===== src/rtl/cbp_pkg.sv =====
package cbp_pkg;

    localparam int unsigned CBP_DATA_W = 8;

    // Pin bundle after synchronization, all in raw polarity
    typedef struct packed {
        logic                  sel_n;
        logic                  sel;
        logic                  wr_n;
        logic                  rd_n;
        logic [CBP_DATA_W-1:0] bus;
    } cbp_pins_t;

    localparam int unsigned CBP_PINS_W = $bits(cbp_pins_t);

    // Idle level of the pins: deselected, strobes released
    localparam cbp_pins_t CBP_PINS_IDLE = '{
        sel_n: 1'b1,
        sel:   1'b0,
        wr_n:  1'b1,
        rd_n:  1'b1,
        bus:   '0
    };

endpackage


===== src/rtl/cbp_sync.sv =====
module cbp_sync #(
    parameter int unsigned    W      = 4,
    parameter int unsigned    STAGES = 2,
    parameter logic [W-1:0]   RST_VAL = '0
) (
    input  logic         clk,
    input  logic         rst_n,
    input  logic [W-1:0] async_i,
    output logic [W-1:0] sync_o
);

    logic [W-1:0] stage_q [STAGES];

    for (genvar g = 0; g < STAGES; g++) begin : g_stage
        logic [W-1:0] stage_d;
        if (g == 0) begin : g_first
            assign stage_d = async_i;
        end else begin : g_next
            assign stage_d = stage_q[g-1];
        end
        always_ff @(posedge clk or negedge rst_n) begin
            if (!rst_n) stage_q[g] <= RST_VAL;
            else        stage_q[g] <= stage_d;
        end
    end

    assign sync_o = stage_q[STAGES-1];

endmodule


===== src/rtl/cbp_strobe_decode.sv =====
module cbp_strobe_decode
    import cbp_pkg::*;
#(
    parameter int unsigned DATA_W = CBP_DATA_W
) (
    input  logic              clk,
    input  logic              rst_n,
    input  logic              sel_n_s,
    input  logic              sel_s,
    input  logic              wr_n_s,
    input  logic              rd_n_s,
    input  logic [DATA_W-1:0] bus_s,
    output logic              commit_o,
    output logic [DATA_W-1:0] hold_o,
    output logic              rd_act_o
);

    typedef struct packed {
        logic              wr_act;
        logic [DATA_W-1:0] hold;
    } dec_state_t;

    dec_state_t st_d, st_q;
    logic       selected;
    logic       wr_act;

    always_comb begin
        selected = !sel_n_s && sel_s;
        wr_act   = selected && !wr_n_s;
        st_d        = st_q;
        st_d.wr_act = wr_act;
        // Track the bus while the strobe is held; released edge commits it
        if (wr_act) st_d.hold = bus_s;
        commit_o = st_q.wr_act && !wr_act;
        // Write overrides a simultaneous read
        rd_act_o = selected && !rd_n_s && wr_n_s;
    end

    always_ff @(posedge clk or negedge rst_n) begin
        if (!rst_n) st_q <= '0;
        else        st_q <= st_d;
    end

    assign hold_o = st_q.hold;

endmodule


===== src/rtl/cbp_byte_buffer.sv =====
module cbp_byte_buffer
    import cbp_pkg::*;
#(
    parameter int unsigned DATA_W = CBP_DATA_W
) (
    input  logic              clk,
    input  logic              rst_n,
    input  logic              commit_i,
    input  logic [DATA_W-1:0] hold_i,
    input  logic              ack_i,
    output logic [DATA_W-1:0] byte_o,
    output logic              vld_o,
    output logic              ovr_o
);

    typedef struct packed {
        logic [DATA_W-1:0] data;
        logic              vld;
        logic              ovr;
    } buf_state_t;

    buf_state_t st_d, st_q;
    logic       free;

    always_comb begin
        st_d = st_q;
        // An acknowledge in this cycle frees the slot for a same-cycle write
        free = !st_q.vld || ack_i;
        if (st_q.vld && ack_i) st_d.vld = 1'b0;
        if (commit_i) begin
            if (free) begin
                st_d.data = hold_i;
                st_d.vld  = 1'b1;
            end else begin
                st_d.ovr = 1'b1;
            end
        end
    end

    always_ff @(posedge clk or negedge rst_n) begin
        if (!rst_n) st_q <= '0;
        else        st_q <= st_d;
    end

    assign byte_o = st_q.data;
    assign vld_o  = st_q.vld;
    assign ovr_o  = st_q.ovr;

endmodule


===== src/rtl/cbp_status_drv.sv =====
module cbp_status_drv
    import cbp_pkg::*;
#(
    parameter int unsigned DATA_W = CBP_DATA_W
) (
    input  logic              clk,
    input  logic              rst_n,
    input  logic              rd_act_i,
    input  logic              busy_i,
    output logic [DATA_W-1:0] bus_o,
    output logic              oe_o
);

    localparam logic [DATA_W-2:0] FILL = '1;

    logic oe_d, oe_q;

    always_comb begin
        oe_d = rd_act_i;
        // Top line carries ready, the rest are pulled high
        bus_o = oe_q ? {!busy_i, FILL} : '0;
    end

    always_ff @(posedge clk or negedge rst_n) begin
        if (!rst_n) oe_q <= 1'b0;
        else        oe_q <= oe_d;
    end

    assign oe_o = oe_q;

endmodule


===== src/rtl/cfg_byte_port.sv =====
module cfg_byte_port
    import cbp_pkg::*;
#(
    parameter int unsigned SYNC_STAGES = 2
) (
    input  logic                  clk,
    input  logic                  rst_n,
    input  logic                  sel_n_i,
    input  logic                  sel_i,
    input  logic                  wr_n_i,
    input  logic                  rd_n_i,
    input  logic [CBP_DATA_W-1:0] bus_i,
    output logic [CBP_DATA_W-1:0] bus_o,
    output logic                  bus_oe_o,
    output logic [CBP_DATA_W-1:0] byte_o,
    output logic                  byte_vld_o,
    input  logic                  byte_ack_i,
    output logic                  overrun_o
);

    cbp_pins_t             pins_raw, pins_s;
    logic                  commit;
    logic                  rd_act;
    logic [CBP_DATA_W-1:0] hold;

    assign pins_raw = '{sel_n: sel_n_i, sel: sel_i, wr_n: wr_n_i,
                        rd_n: rd_n_i, bus: bus_i};

    cbp_sync #(
        .W       (CBP_PINS_W),
        .STAGES  (SYNC_STAGES),
        .RST_VAL (CBP_PINS_IDLE)
    ) u_sync (
        .clk     (clk),
        .rst_n   (rst_n),
        .async_i (pins_raw),
        .sync_o  (pins_s)
    );

    cbp_strobe_decode #(.DATA_W(CBP_DATA_W)) u_dec (
        .clk      (clk),
        .rst_n    (rst_n),
        .sel_n_s  (pins_s.sel_n),
        .sel_s    (pins_s.sel),
        .wr_n_s   (pins_s.wr_n),
        .rd_n_s   (pins_s.rd_n),
        .bus_s    (pins_s.bus),
        .commit_o (commit),
        .hold_o   (hold),
        .rd_act_o (rd_act)
    );

    cbp_byte_buffer #(.DATA_W(CBP_DATA_W)) u_buf (
        .clk      (clk),
        .rst_n    (rst_n),
        .commit_i (commit),
        .hold_i   (hold),
        .ack_i    (byte_ack_i),
        .byte_o   (byte_o),
        .vld_o    (byte_vld_o),
        .ovr_o    (overrun_o)
    );

    cbp_status_drv #(.DATA_W(CBP_DATA_W)) u_stat (
        .clk      (clk),
        .rst_n    (rst_n),
        .rd_act_i (rd_act),
        .busy_i   (byte_vld_o),
        .bus_o    (bus_o),
        .oe_o     (bus_oe_o)
    );

endmodule


===== config.mk =====
export PLATFORM = sky130hd
export DESIGN_NAME = cfg_byte_port
export DESIGN_NICKNAME = d
export VERILOG_FILES = /design/src/rtl/cbp_pkg.sv /design/src/rtl/cbp_sync.sv /design/src/rtl/cbp_strobe_decode.sv /design/src/rtl/cbp_byte_buffer.sv /design/src/rtl/cbp_status_drv.sv /design/src/rtl/cfg_byte_port.sv
export SDC_FILE = /design/constraint.sdc
export NUM_CORES = 1
export LEC_CHECK = 0
export ABC_AREA = 1
export BUFFER_PORTS_ARGS = -buffer_cell sky130_fd_sc_hd__buf_2
export CELL_PAD_IN_SITES_DETAIL_PLACEMENT = 0
export CELL_PAD_IN_SITES_GLOBAL_PLACEMENT = 1
export CORE_ASPECT_RATIO = 1.1
export CORE_MARGIN = 10
export CORE_UTILIZATION = 30
export DETAILED_ROUTE_END_ITERATION = 12
export GPL_TIMING_DRIVEN = 0
export PLACE_DENSITY = 0.66
export SYNTH_ARGS = -nofsm -noshare
export SYNTH_HDL_FRONTEND = slang
export SYNTH_SLANG_ARGS = --single-unit

===== constraint.sdc =====
create_clock -name clk -period 1.4 [get_ports clk]
set_clock_uncertainty 0.2 [all_clocks]
set_input_delay 0.21 -clock clk [delete_from_list [all_inputs] [get_ports clk]]
set_output_delay 0.21 -clock clk [all_outputs]
set_load 0.05 [all_outputs]

==> impl_metrics.yaml <==
timing:
  hold_ws_ns: -0.156
  maxSlewHeadroom: 0.397
  worst_slack_ns: -0.115
  hold_viol: 38
  period_share: 1.08
  report.final.slew_viol_count: 0
  tightest_slew_ns: 0.905
  setup_viol: 9
  fin_setup_tns_ns: -0.870
  rsz0062_at_grt: "yes"
  layout_min_cycle_time_ns: 1.51
  fmax_mhz: 660
floorplan:
  dieArea_mm2: 0.00806
  fp.dieH_um: 93.2
  placementRows: 26
  initial_core_util: 0.312
  fp.dieW_um: 86.5
  core_area_mm2: 0.00468
  ios: 34
synthesis:
  ys_seq_area_frac: 0.759
  yosys-top-cells-area: "dfrtp_1, nand2_1, dfstp_2"
  ys_seq_elements: 44
  syn_nets: 131
  synth_top_area_frac: 0.651
  synth_cell_types: 14
  syn_avg_cell_area_um2: 12.6
  syn-cell-area_mm2: 0.00146
  yosysTopAreaCell: "dfrtp_1"
  yosys_warnings: 0
  synthCells: 116
clock_tree:
  cts_buffer_depth: 2
  ctsHoldBuffers: 12
  clk_latency_ns: 0.29
  cts_root_buf: "clkbuf_8"
  cts-buffers-inserted: 5
  path_clk_slew_ns: 0.08
  clock_sinks: 44
  htreeDepth: 2
  cts_tree: "done"
detailed_routing:
  drt_first_pass_iters: 3
  vias: 929
  wl_mm: 2.62
  wl_per_cell_um: 11.5
  ant_nets: 0
  drc: 0
  drt_iter0_drc: 74
  viasPerCell: 4.09
critical_path:
  arrival_ns: 1.10
  crit_path_end_kind: "output port"
  crit_path_start: "u_stat.oe_o$_DFF_PN0_"
  cp.required_ns: 0.99
  r2r-end: "u_buf.byte_o[5]$_DFFE_PN0P_"
  cp_slowest_cell: "dfrtp_2"
  timing.rr.start: "u_sync.sync_o[11]$_DFF_PN1_"
  worstPathMaxFanout: 4
  max_stage_delay_ns: 0.43
  worst_path_most_repeated_cell: "buf_6"
  r2r_slack_ns: 0.09
  critPathCapture: "bus_o[5]"
  rr_worst_depth: 5
  crit_type: "reg2out"
  worst_setup_path_start_kind: "flip-flop"
  worstPathCellList: "buf_6 -> buf_6 -> buf_8"
pwr:
  p_per_area_mw_per_mm2: 1380
  power_switching_mw: 0.849
  internal-power_mw: 1.97
  ir_worst_vdd_uv: 685
  power_frac_comb: 0.196
  p_seq_frac: 0.523
  power_frac_clock: 0.281
  switching_share: 0.301
  leakagePower_nw: 1.03
outcome:
  violations: "negative hold slack, negative setup slack"
  outcome: "finished, violations left"
global_routing:
  grt_max_degree: 45
  antenna_found_initial: 0
  grt_pass1_vias: 1005
  gr-total-overflow: 0
  grt_pass1_wl_mm: 4.51
  grt_usage: 0.0716
layout:
  area_growth_pct: 40.1
  drive_above_1_share: 0.380
  layout_commonest_cell: "nand2_1"
  layout_common_cells: "nand2_1, dfrtp_1, buf_2"
  antennaDiodeCount: 0
  num-nets-final: 185
run:
  cap_viol_max_count: 0
placed_design:
  port_buffers: 33
  dp_slack_ns: 0.0410
  hpwl_mm: 1.77
  routabilityCongestion: 0.743
min_path:
  hp-class: "in2async"
==> routing by layer <==
| metal | part of all wire | track usage | wire [um] | up-vias |
|---|---|---|---|---|
| met2 | 0.51 | 0.121 | 1340 | 28 |
| met1 | 0.40 | 0.0693 | 1030 | 436 |
| met5 | 0 | 0 | 0 | - |
| li1 | - | - | - | 460 |
| met3 | 0.076 | 0.0373 | 199 | 5 |
| met4 | 0.018 | 0.0365 | 46 | 0 |
==> sequential cells by signal, indices dropped and copies added (netlist names) <==
signal and count:
u_buf.ovr_o 1, u_sync.sync_o 12, u_buf.byte_o 8, u_dec.st_q 1
u_stat.oe_o 1, u_sync.g_stage.stage_d 12, u_dec.hold_o 8, u_buf.vld_o 1
==> cells in the mapped netlist <==
cell type,instances
nand3_4,1
nor2_1,2
o21bai_1,1
nand4_1,8
nand2_1,43
nand3_1,1
buf_6,1
inv_1,3
dfstp_2,6
dfrtp_1,38
nand3_2,1
buf_4,7
buf_2,2
inv_2,2
==> power groups by stage <==
stage / logic, mW / clock network, mW / registers [mW]
after floorplan: 0.133 / 0 / 1.72
after global placement: 0.503 / 0 / 1.50
after detailed placement: 0.511 / 0 / 1.50
after CTS: 0.546 / 0.816 / 1.48
after global routing: 0.596 / 0.876 / 1.49
final: 0.552 / 0.794 / 1.48
==> repair_timing <==
action                                  CTS  global route
endpoints found under the setup margin   10            18
gates resized for setup                  16            21
hold endpoints to repair                 50            38
buffers inserted                          0             2
==> final cells by class <==
type                    count  area (um^2)
plain buffers              10         96.3
clock buffers               7         86.3
clock inverters             1         7.51
fillers                   457         2640
inverters                   5         18.8
multi-input cells          57          274
flip-flops and latches     44         1110
well taps                  56         70.1
repair buffers             47          383
==> stage by stage <==
stage / cells / hold WS [ns] / area [um^2] / total power [mW] / utilization
after floorplan: 116 / -0.286 / 1470 / 1.86 / -
after global placement: 205 / 0.115 / 1700 / 2.00 / 0.364
after detailed placement: 205 / 0.116 / 1700 / 2.01 / 0.364
after CTS: 225 / -0.118 / 1970 / 2.84 / 0.420
after global routing: 227 / -0.0728 / 2050 / 2.97 / 0.437
final: 227 / -0.156 / 2050 / 2.82 / 0.437
==> logic make-up after synthesis <==
| kind of cell | Yosys count | share of synthesized area |
|---|---|---|
| AO/OA/AOI/OAI | 1 | 0.00514 |
| flip-flops | 44 | 0.759 |
| AND/OR/NAND/NOR | 56 | 0.172 |
| buffers and inverters | 15 | 0.0634 |
==> critical path, delay by kind of cell, from the launching register on <==
kind                   cells  cell delay (ns)
DFF                        1             0.43
buffers and inverters      3             0.38
==> worst min-delay path by stage <==
stage	startpoint	to	slack, ns
2_1_floorplan	rst_n	u_buf.byte_o[0]$_DFFE_PN0P_	-0.29
4_1_cts	rst_n	u_sync.g_stage[1].stage_d[5]$_DFF_PN0_	-0.12
3_3_place_gp	sel_n_i	u_sync.g_stage[1].stage_d[11]$_DFF_PN1_	0.12
6_report	rst_n	u_sync.g_stage[1].stage_d[5]$_DFF_PN0_	-0.16
3_5_place_dp	rd_n_i	u_sync.g_stage[1].stage_d[8]$_DFF_PN1_	0.12
5_1_grt	rst_n	u_sync.g_stage[1].stage_d[3]$_DFF_PN0_	-0.07
No activity file was read; power rests on OpenSTA's default activity.
